===== config.mk =====
export PLATFORM = sky130hd
export DESIGN_NAME = mac_preload
export DESIGN_NICKNAME = d
export VERILOG_FILES = /design/src/rtl/mac_pkg.sv /design/src/rtl/mac_stage_reg.sv /design/src/rtl/mac_product.sv /design/src/rtl/mac_accum.sv /design/src/rtl/mac_preload.sv
export SDC_FILE = /design/constraint.sdc
export NUM_CORES = 1
export LEC_CHECK = 0
export BUFFER_PORTS_ARGS = -buffer_cell sky130_fd_sc_hd__buf_2
export CORE_MARGIN = 3
export CORE_UTILIZATION = 50
export DETAILED_ROUTE_END_ITERATION = 16
export HOLD_SLACK_MARGIN = 0.02
export MAX_ROUTING_LAYER = met4
export PLACE_DENSITY = 0.7
export SLEW_MARGIN = 20
export SYNTH_ARGS = -nofsm -noshare
export SYNTH_HDL_FRONTEND = slang
export SYNTH_HIERARCHICAL = 1
export SYNTH_SLANG_ARGS = --single-unit

===== constraint.sdc =====
create_clock -name clk -period 6.3 [get_ports clk]
set_input_delay 0 -clock clk [delete_from_list [all_inputs] [get_ports clk]]
set_output_delay 0 -clock clk [all_outputs]
set_load 0.02 [all_outputs]

===== src/rtl/mac_pkg.sv =====
// Shared types of the multiply-accumulate unit.
// Assumes: controls are travelling alongside operands through every stage.
package mac_pkg;

    // Per-operation control word that moves with its operands.
    typedef struct packed {
        logic a_signed;
        logic b_signed;
        logic sub;
        logic load;
    } mac_ctrl_t;

    localparam int CTRL_W = 4;

    // Width of the running sum for given operand widths.
    function automatic int sum_width(input int aw, input int bw);
        return aw + bw + 16;
    endfunction

endpackage


===== src/rtl/mac_stage_reg.sv =====
// Optional pipeline register of W bits.
// EN = 1 builds a register with synchronous active-low clear and an enable.
// EN = 0 builds a plain wire. Assumes that the caller packs all fields of
// one stage into d, so that they move together.
module mac_stage_reg #(
    parameter int W  = 8,
    parameter bit EN = 1'b1
) (
    input  logic         clk,
    input  logic         rst_n,
    input  logic         ce,
    input  logic [W-1:0] d,
    output logic [W-1:0] q
);

    generate
        if (EN) begin : g_reg
            logic [W-1:0] r;
            // Capture the stage contents on enabled edges; reset wins over ce.
            always_ff @(posedge clk) begin
                if (!rst_n)  r <= '0;
                else if (ce) r <= d;
            end
            assign q = r;
        end else begin : g_wire
            assign q = d;
        end
    endgenerate

endmodule


===== src/rtl/mac_product.sv =====
// Combinational multiplier with a signedness control on each operand.
// Each operand is widened by one bit: the extra bit is a copy of the sign
// when the operand is signed and zero when it is not. The result keeps the
// low A_W+B_W bits. Every mix of signedness fits in that width.
module mac_product #(
    parameter int A_W = 9,
    parameter int B_W = 9,
    localparam int P_W = A_W + B_W
) (
    input  logic [A_W-1:0] a,
    input  logic [B_W-1:0] b,
    input  logic           a_signed,
    input  logic           b_signed,
    output logic [P_W-1:0] prod
);

    logic signed [A_W:0]   a_x;
    logic signed [B_W:0]   b_x;
    logic signed [P_W-1:0] a_w;
    logic signed [P_W-1:0] b_w;
    logic signed [P_W-1:0] p_w;

    // Extend both operands to the product width by their own mode, then multiply.
    always_comb begin
        a_x  = {a_signed & a[A_W-1], a};
        b_x  = {b_signed & b[B_W-1], b};
        a_w  = P_W'(a_x);
        b_w  = P_W'(b_x);
        p_w  = a_w * b_w;
        prod = p_w;
    end

endmodule


===== src/rtl/mac_accum.sv =====
// Sum register with add/subtract, preload and overflow detection.
// The sum is kept one bit wider inside so the true result can be judged.
// Signed treatment flags a change of sign past the range. Unsigned
// treatment flags a carry or borrow. A load takes the preload value
// and clears the flag.
module mac_accum #(
    parameter int P_W   = 18,
    parameter int ACC_W = 34
) (
    input  logic             clk,
    input  logic             rst_n,
    input  logic             ce,
    input  logic [P_W-1:0]   prod,
    input  logic             signed_mode,
    input  logic             sub,
    input  logic             load,
    input  logic [ACC_W-1:0] pre,
    output logic [ACC_W-1:0] acc,
    output logic             ovf
);

    localparam int EXT = ACC_W + 1 - P_W;

    logic [ACC_W-1:0] acc_q;
    logic             ovf_q;
    logic [ACC_W:0]   acc_x;
    logic [ACC_W:0]   prod_x;
    logic [ACC_W:0]   sum_x;
    logic             ovf_nxt;

    // Form the widened add or subtract and judge overflow by treatment.
    always_comb begin
        acc_x   = {signed_mode & acc_q[ACC_W-1], acc_q};
        prod_x  = {{EXT{signed_mode & prod[P_W-1]}}, prod};
        sum_x   = sub ? (acc_x - prod_x) : (acc_x + prod_x);
        ovf_nxt = signed_mode ? (sum_x[ACC_W] ^ sum_x[ACC_W-1]) : sum_x[ACC_W];
    end

    // Register the sum and flag together; load overrides, ce freezes, reset clears.
    always_ff @(posedge clk) begin
        if (!rst_n) begin
            acc_q <= '0;
            ovf_q <= 1'b0;
        end else if (ce) begin
            if (load) begin
                acc_q <= pre;
                ovf_q <= 1'b0;
            end else begin
                acc_q <= sum_x[ACC_W-1:0];
                ovf_q <= ovf_nxt;
            end
        end
    end

    assign acc = acc_q;
    assign ovf = ovf_q;

endmodule


===== src/rtl/mac_preload.sv =====
// Multiply-accumulate unit, top level.
// Operand pick -> optional input stage -> multiplier -> optional pipeline
// stage -> sum register. Controls and preload travel in the same stage words
// as the operands. The shift-out ports show the input stage.
// Assumes a single clock domain and synchronous active-low reset.
module mac_preload
    import mac_pkg::*;
#(
    parameter int A_W          = 9,
    parameter int B_W          = 9,
    parameter bit USE_IN_REG   = 1'b1,
    parameter bit USE_PIPE_REG = 1'b1,
    localparam int ACC_W       = A_W + B_W + 16
) (
    input  logic             clk,
    input  logic             rst_n,
    input  logic             ce,
    input  logic [A_W-1:0]   a_par,
    input  logic [A_W-1:0]   a_sin,
    input  logic             a_sel,
    input  logic [B_W-1:0]   b_par,
    input  logic [B_W-1:0]   b_sin,
    input  logic             b_sel,
    input  logic             a_signed,
    input  logic             b_signed,
    input  logic             sub,
    input  logic             load,
    input  logic [ACC_W-1:0] preload,
    output logic [A_W-1:0]   a_sout,
    output logic [B_W-1:0]   b_sout,
    output logic [ACC_W-1:0] acc_out,
    output logic             ovf_out
);

    localparam int P_W    = A_W + B_W;
    localparam int IN_W   = A_W + B_W + CTRL_W + ACC_W;
    localparam int PIPE_W = P_W + 3 + ACC_W;

    logic [A_W-1:0]   a_pick;
    logic [B_W-1:0]   b_pick;
    mac_ctrl_t        ctrl_in;
    logic [IN_W-1:0]  in_d;
    logic [IN_W-1:0]  in_q;
    logic [A_W-1:0]   a_r;
    logic [B_W-1:0]   b_r;
    mac_ctrl_t        ctrl_r;
    logic [ACC_W-1:0] pre_r;
    logic [P_W-1:0]   prod;
    logic [PIPE_W-1:0] pipe_d;
    logic [PIPE_W-1:0] pipe_q;
    logic [P_W-1:0]   stg_prod;
    logic             stg_smode;
    logic             stg_sub;
    logic             stg_load;
    logic [ACC_W-1:0] stg_pre;

    // Pick each operand source and pack the input stage word.
    always_comb begin
        a_pick           = a_sel ? a_sin : a_par;
        b_pick           = b_sel ? b_sin : b_par;
        ctrl_in.a_signed = a_signed;
        ctrl_in.b_signed = b_signed;
        ctrl_in.sub      = sub;
        ctrl_in.load     = load;
        in_d             = {a_pick, b_pick, ctrl_in, preload};
    end

    mac_stage_reg #(.W(IN_W), .EN(USE_IN_REG)) u_in_stage (
        .clk   (clk),
        .rst_n (rst_n),
        .ce    (ce),
        .d     (in_d),
        .q     (in_q)
    );

    // Unpack the input stage and pass the operands down the chain.
    always_comb begin
        {a_r, b_r, ctrl_r, pre_r} = in_q;
        a_sout = a_r;
        b_sout = b_r;
    end

    mac_product #(.A_W(A_W), .B_W(B_W)) u_mul (
        .a        (a_r),
        .b        (b_r),
        .a_signed (ctrl_r.a_signed),
        .b_signed (ctrl_r.b_signed),
        .prod     (prod)
    );

    // Pack the pipeline stage word; signed treatment if either operand is signed.
    always_comb begin
        pipe_d = {prod, ctrl_r.a_signed | ctrl_r.b_signed, ctrl_r.sub, ctrl_r.load, pre_r};
    end

    mac_stage_reg #(.W(PIPE_W), .EN(USE_PIPE_REG)) u_pipe_stage (
        .clk   (clk),
        .rst_n (rst_n),
        .ce    (ce),
        .d     (pipe_d),
        .q     (pipe_q)
    );

    // Unpack the pipeline stage for the sum register.
    always_comb begin
        {stg_prod, stg_smode, stg_sub, stg_load, stg_pre} = pipe_q;
    end

    mac_accum #(.P_W(P_W), .ACC_W(ACC_W)) u_acc (
        .clk         (clk),
        .rst_n       (rst_n),
        .ce          (ce),
        .prod        (stg_prod),
        .signed_mode (stg_smode),
        .sub         (stg_sub),
        .load        (stg_load),
        .pre         (stg_pre),
        .acc         (acc_out),
        .ovf         (ovf_out)
    );

endmodule


* Yosys cells after proc, flatten, opt, wreduce, memory -nomap -nowiden
Index checks and enable logic that the tools add are counted.
Cells by class: $mul 1, mux-type cells 6, add/subtract/negate cells 2, bitwise logic cells 6
Operator list (number):
- $add A35 B35 Y35 | 1
- $mux W35 | 1
- $sub A35 B35 Y35 | 1
- $mux W34 | 1
- $mul A10 B10 Y18 | 1
- $mux W9 | 2
- $and A1 B1 Y1 | 4
- $mux W1 | 2
- $or A1 B1 Y1 | 1
- $xor A1 B1 Y1 | 1
Word-level totals: input bits 79, bits in registers 146, output and inout port bits 53

* Longest topological paths before layout
Gate-level depths: netlist of run 1.
depth in word-level cells 6, gate-level depth with buffers 20, gate-level depth less buffers 19

* By module
Netlist of run 1, hierarchy kept.
Modules (own cells, without submodules):
- mac_accum | area each 4055.1 um^2, cells each 523, instances 1
- mac_product | area each 3758.6 um^2, cells each 436, instances 1
- mac_stage_reg at u_in_stage | area each 2134.5 um^2, cells each 180, instances 1
- mac_stage_reg at u_pipe_stage | area each 2130.8 um^2, cells each 177, instances 1
- mac_preload | area each 299.0 um^2, cells each 21, instances 1

* Worst setup path before layout of run 1
No wires, ideal clock.
kind flip-flop to flip-flop, from register u_in_stage.g_reg.r[46] (netlist: u_in_stage/q[46]), to register u_pipe_stage.g_reg.r[54] (netlist: u_pipe_stage/q[54]), path buffers 1, period minus slack after synthesis 5.296 ns, required time 6.184 ns, setup slack 1.004 ns, cell stages (with the launch flop) 20, data arrival time 5.179 ns, cells stage by stage dfxtp_1 > clkbuf_1 > nand2_1 > or2_2 > fa_1 > inv_1 > fa_1 > fa_1 > fa_1 > inv_1 > fa_1 > inv_1 > ha_1 > a21o_1 > a2111o_1 > a21oi_1 > o31ai_1 > xnor2_1 > mux2i_1 > nor2b_1
On the way: longest elaborated chain between the ends 2
Ends and longest elaborated chain:
- start: declaration | RTL line mac_stage_reg.sv:18 | logic [W-1:0] r;
- start signal: assignment | RTL line mac_stage_reg.sv:21 | if (!rst_n) r <= '0;
- start signal: assignment | RTL line mac_stage_reg.sv:22 | else if (ce) r <= d;
- $and A1 B1 Y1 | RTL line mac_product.sv:26 | b_x = {b_signed & b[B_W-1], b};
- $mul A10 B10 Y18 * | RTL line mac_product.sv:29 | p_w = a_w * b_w;
- named net pipe_d[54] | RTL line mac_preload.sv:49 | logic [PIPE_W-1:0] pipe_d;
- end signal: assignment | RTL line mac_stage_reg.sv:21
- end signal: assignment | RTL line mac_stage_reg.sv:22
- end: declaration | RTL line mac_stage_reg.sv:18
The timed path passes the listed nets; every way through them passes the cells marked *. A chain may end at the register's enable or synchronous reset.

* Final worst setup path of run 1
from register u_in_stage.g_reg.r[55] (netlist: u_in_stage/q[55]), to register u_pipe_stage.g_reg.r[54] (netlist: u_pipe_stage/q[54])
On the way: longest elaborated chain between the ends 2
Ends and longest elaborated chain:
- $and A1 B1 Y1 | RTL line mac_product.sv:25 | a_x = {a_signed & a[A_W-1], a};
- $mul A10 B10 Y18 * | RTL line mac_product.sv:29
- named net pipe_d[54] | RTL line mac_preload.sv:49
Marked as above.

==> results of run 1 <==
power by group through the flow:
stage	Combinational, mW	Clock, mW	Sequential [mW]
5_1_grt	2.46	1.09	1.18
2_1_floorplan	1.68	0	1.22
6_report	2.21	1.03	1.16
4_1_cts	2.20	1.05	1.16
3_5_place_dp	2.14	0	1.18
3_3_place_gp	2.11	0	1.18
sequential cells by signal (all words and copies together), names as in the netlist:
register	count
u_in_stage/q	56
u_pipe_stage/q	55
u_acc/acc	34
u_acc/ovf	1
worst max-delay path, cell delays in order (launching register included):
cell and delay (ns):
dfxtp_1 0.64, and2_1 0.35, nand2_1 0.18, inv_1 0.12
fa_1 0.45, fa_1 0.53, fa_1 0.44, fa_1 0.54
inv_1 0.05, fa_1 0.52, inv_1 0.04, ha_1 0.36
a21o_1 0.23, a2111o_1 0.40, a21oi_1 0.19, o31ai_1 0.13
xnor2_1 0.13, mux2i_1 0.14, nor2b_1 0.06
cell usage after synthesis (all sizes together), types with 13 or more instances:
library cell	count
a21o	23
a21oi	75
and2	44
buf	25
clkbuf	53
dfxtp	146
fa	83
ha	80
inv	122
mux2	19
mux2i	123
nand2	93
nor2	48
nor2b	116
nor3	13
o211a	15
o211ai	21
o21a	26
o21ai	37
xnor2	46
xor2	19
routing by layer:
layer  up-vias  GRT usage, %
met1      4631          27.2
met4         0          5.57
li1       4821             -
met5         -             -
met3        28          3.70
met2       200          36.9
worst paths after layout:
| path | from | end | depth (start not counted) |
|---|---|---|---|
| min reg2reg | u_acc/acc[0] | u_acc/acc[0] | 1 |
| min | rst_n | u_acc/acc[9] | 2 |
| max | u_in_stage/q[55] | u_pipe_stage/q[54] | 18 |
| max reg2reg | u_in_stage/q[55] | u_pipe_stage/q[54] | 18 |
stage by stage:
stage          cell area [um2]  util, %  worst slack [ns]  hold slack (ns)
2_1_floorplan            12400        -              1.00            0.169
3_3_place_gp             13000     54.2             0.868            0.258
3_5_place_dp             13000     54.2             0.684            0.265
4_1_cts                  14300     59.8             0.673            0.114
5_1_grt                  14300     59.8             0.282            0.166
6_report                 14300     59.8             0.673            0.120
logic make-up after synthesis:
kind of cell	share of synthesized area, %
DFF	23.6
adders and majority gates	21.5
buffers and inverters	8.02
muxes	12.3
xor gates and xnor gates	4.84
and+or+nand+nor	15.9
AOI/OAI and AO/OA	13.9
area by class of cell:
type / count / share of cell area, %
timing repair buffer: 210 / 10.1
sequential: 146 / 20.5
multi-input combinational: 991 / 59.3
tap: 319 / 2.80
clock buffer: 19 / 3.03
inverter: 122 / 3.23
clock inverter: 13 / 1.06
==> flow_metrics.env, run 1 <==
export IMPL_yosysTopAreaCell="dfxtp_1"
export IMPL_clock_sinks=146
export IMPL_numCtsBuffers=17
export IMPL_max_freq_ghz=0.178
export IMPL_insertion_delay_ns=0.43
export IMPL_drc_errors=0
export IMPL_grt_pass1_wl_um=46800
export IMPL_ys_warn_count=6
export IMPL_cts_hold_buf=74
export IMPL_ys_seq_elements=146
export IMPL_start_util_pct=51.8
export IMPL_area_growth_pct=15.3
export IMPL_p_clk_share_pct=23.4
export IMPL_status="finished clean"
export IMPL_die_width_um=163
export IMPL_synth_flop_cell="dfxtp_1"
export IMPL_fin_cells=1820
export IMPL_met3_length_um=1070
export IMPL_drtPass1Iterations=5
export IMPL_synthDistinctLibCells=73
export IMPL_cts_resized_gates=0
export IMPL_drive_above_1_share_pct=14.1
export IMPL_end_kind="flip-flop"
export IMPL_dr_first_iter_drc_count=474
export IMPL_async_flop_share_pct=0
export IMPL_ios=132
export IMPL_p_switching_mw=1.79
export IMPL_fin_nets=1730
export IMPL_top_layer_used="met4"
export IMPL_grt_pass1_vias=9847
export IMPL_dieArea_mm2=0.0267
export IMPL_finalWirelength_um=27800
export IMPL_power_internal_mw=2.61
export IMPL_syn_area_mm2=0.0124
export IMPL_cts_tree="built"
export IMPL_syn_nets=1579
export IMPL_setup_violations=0
export IMPL_power_frac_comb_pct=50.3
export IMPL_finalSetupTns_ns=0
export IMPL_rsz0062_at_grt="no"
export IMPL_period_needed_ns=5.63
export IMPL_reg2reg_slack_ns=0.67
export IMPL_synth_edf_count=0
export IMPL_crit_required_ns=6.61
export IMPL_synth_top_area_share_pct=23.6
export IMPL_row_count=56
export IMPL_maxCapViolations=0
export IMPL_htree_levels=4
export IMPL_crit_type="reg2reg"
export IMPL_dp_hpwl_um=19400
export IMPL_crit_arrival_ns=5.93
export IMPL_vias=9680
export IMPL_detail_route_wl_per_cell_um=15.3
export IMPL_clk_pin_slew_ns=0.07
export IMPL_post_cts_buffers=0
export IMPL_placedCellCount=1714
export IMPL_ir_drop_mv=0.213
export IMPL_diodes=0
export IMPL_worstHoldPathType="in2reg"
export IMPL_nFillCells=2061
export IMPL_swShare_pct=40.7
export IMPL_synth_cells=1337
export IMPL_final_common_cell="dfxtp_1"
export IMPL_fin_crit_sh_pct=89.3
export IMPL_power_density_mw_per_mm2=308
export IMPL_drv_slew=0
export IMPL_antenna_found_initial=0
export IMPL_worstSetupStartpointType="flip-flop"
export IMPL_most_common_layout_cells="dfxtp_1 (145), buf_2 (129), mux2i_1 (123)"
export IMPL_tightest_slew_ns=1.03
export IMPL_multi_input_area_mm2=0.00846
export IMPL_avgSynthCellArea_um2=9.26
export IMPL_grt_ovfl_total=0
export IMPL_seq_area_mm2=0.00292
export IMPL_fp_coreArea_mm2=0.0239
export IMPL_seqPwrFrac_pct=26.4
export IMPL_hold_violations=0
export IMPL_leakage_nw=6.76
export IMPL_io_buffers=131
export IMPL_root_buffer="clkbuf_16"
export IMPL_final_antenna_net_count=0
export IMPL_skew_ns=0.0153
export IMPL_dieHeight_um=163
export IMPL_wl_met2_um=13600
export IMPL_ys_seq_area_share_pct=23.6
export IMPL_grt_max_degree=108
export IMPL_wl_met1_um=12800
export IMPL_power_mw=4.40
export IMPL_gp_congestion=0.901
export IMPL_cp_max_fo=17
export IMPL_max_slew_margin_rel_pct=31.3
export IMPL_grt_total_usage_pct=21.8
export IMPL_cts_buffer_depth=2
export IMPL_synth_area_top_cells="dfxtp_1 (24%), fa_1 (13%), mux2i_1 (9.9%), ha_1 (8.1%), nor2b_1 (5.9%)"
export IMPL_viasPerCell=5.32
(Power assumes the default switching activity.)
==> run 2, diff against run 1 <==
PLACE_DENSITY = 0.74   (was 0.7)
==> run 2 against run 1 <==
  * Die area is the same
  * Worst hold slack gained 0.0087 ns
  * Critical endpoint unchanged
  * Register-to-register slack gained 0.04 ns
  * Sequential share of layout area shrank 0.077 points
  * Combinational power is essentially flat
  * Via count grew 0.20%
  * Sequential cell count is the same
  * Design area grew 0.38%
  * Power grew 1.8%
  * Setup slack gained 0.037 ns
  * Highest routed layer unchanged
==> flow_metrics.env, run 2 (synthesis results as in run 1) <==
export IMPL_status="finished clean"
export IMPL_period_needed_ns=5.59
export IMPL_clk_pin_slew_ns=0.07
export IMPL_detail_route_wl_per_cell_um=15.3
export IMPL_crit_type="reg2reg"
export IMPL_final_antenna_net_count=0
export IMPL_power_density_mw_per_mm2=312
export IMPL_largest_reg_flops=56
export IMPL_worstHoldPathType="in2reg"
export IMPL_met3_usage_pct=3.09
export IMPL_post_cts_buffers=0
export IMPL_rsz0062_at_grt="no"
export IMPL_insertion_delay_ns=0.42
export IMPL_root_buffer="clkbuf_16"
export IMPL_fp_coreArea_mm2=0.0239
export IMPL_grt_pass1_wl_um=46900
export IMPL_placedCellCount=1714
export IMPL_grt_pass1_vias=9863
export IMPL_grt_ovfl_total=0
export IMPL_antenna_found_initial=0
export IMPL_maxCapViolations=0
export IMPL_fin_cells=1819
export IMPL_start_util_pct=51.8
export IMPL_setup_violations=0
export IMPL_drtPass1Iterations=5
export IMPL_hold_violations=0
export IMPL_area_growth_pct=15.8
export IMPL_worstSetupStartpointType="flip-flop"
export IMPL_ir_drop_mv=0.210
export IMPL_cts_tree="built"
export IMPL_htree_levels=4
export IMPL_met1_usage_pct=27.4
export IMPL_nFillCells=1998
export IMPL_max_freq_ghz=0.179
export IMPL_end_kind="flip-flop"
export IMPL_dp_slack_ns=0.745
export IMPL_crit_arrival_ns=5.89
export IMPL_grt_max_degree=78
export IMPL_io_buffers=131
export IMPL_worst_slack_ns=0.710
export IMPL_fin_crit_sh_pct=88.7
export IMPL_cts_hold_buf=74
export IMPL_crit_required_ns=6.60
export IMPL_fin_nets=1730
export IMPL_viasPerCell=5.33
export IMPL_dp_hpwl_um=19400
export IMPL_final_common_cell="dfxtp_1"
export IMPL_ios=132
export IMPL_diodes=0
export IMPL_grt_total_usage_pct=21.7
export IMPL_die_width_um=163
export IMPL_clock_sinks=146
export IMPL_most_common_layout_cells="dfxtp_1 (145), buf_2 (129), mux2i_1 (123)"
export IMPL_vias=9699
export IMPL_max_slew_margin_rel_pct=42.6
export IMPL_dr_first_iter_drc_count=577
export IMPL_row_count=56
export IMPL_leakage_nw=6.80
export IMPL_drc_errors=0
export IMPL_skew_ns=0.0166
export IMPL_grt_busiest_layer="met2"
export IMPL_drive_above_1_share_pct=14.2
export IMPL_cts_resized_gates=0
export IMPL_numCtsBuffers=17
export IMPL_drv_slew=0
export IMPL_grt_util_met2_pct=36.8
export IMPL_finalWirelength_um=27800
export IMPL_dieArea_mm2=0.0267
export IMPL_cp_max_fo=17
export IMPL_dieHeight_um=163
export IMPL_cts_buffer_depth=2
export IMPL_tightest_slew_ns=0.861
export IMPL_gp_congestion=0.921
export IMPL_finalSetupTns_ns=0
export IMPL_utilization_pct=60.0
==> run 2: worst paths after layout <==
kind,depth (start not counted),to,slack (ns),startpoint
setup / recovery,18,u_pipe_stage/q[54],0.71,u_in_stage/q[55]
hold / removal,3,u_acc/acc[10],0.13,rst_n
setup reg to reg,18,u_pipe_stage/q[54],0.71,u_in_stage/q[55]
hold reg to reg,2,u_in_stage/q[28],0.52,u_in_stage/q[28]
==> run 2: stage by stage <==
| step | hold slack (ns) | total power, mW | cell area [um2] |
|---|---|---|---|
| floorplan | 0.169 | 2.90 | 12400 |
| global placement | 0.257 | 3.27 | 13000 |
| detailed placement | 0.268 | 3.31 | 13000 |
| CTS | 0.129 | 4.47 | 14300 |
| global route | 0.184 | 4.79 | 14300 |
| finish | 0.128 | 4.47 | 14300 |
==> run 2: final cells by class <==
type | count | area, um2 | share of cell area, %
tap | 319 | 399 | 2.79
clock inverter | 13 | 199 | 1.39
timing repair buffer | 210 | 1450 | 10.1
multi-input combinational | 991 | 8460 | 59.1
clock buffer | 18 | 439 | 3.06
sequential | 146 | 2920 | 20.4
inverter | 122 | 460 | 3.21
==> run 2: routing by layer <==
layer	share of wire, %	vias to the layer above	wire length [um]
li1	-	4811	-
met1	46	4623	12800
met2	49	240	13500
met3	4.1	25	1130
met4	1.4	0	392
met5	0	-	0
==> run 2: power by group <==
part	internal, mW	switching (mW)	total (mW)
clock	0.681	0.425	1.11
sequential	1.03	0.128	1.16
combinational	0.978	1.23	2.21
==> run 2: critical path, stage by stage, from the launching register on <==
cell      delay, ns
dfxtp_1        0.63
and2_1         0.36
nand2_1        0.18
inv_1          0.12
fa_1           0.44
fa_1           0.53
fa_1           0.44
fa_1           0.54
inv_1          0.06
fa_1           0.53
inv_1          0.04
ha_1           0.36
a21o_1         0.22
a2111o_1       0.40
a21oi_1        0.19
o31ai_1        0.12
xnor2_1        0.13
mux2i_1        0.13
nor2b_1        0.06
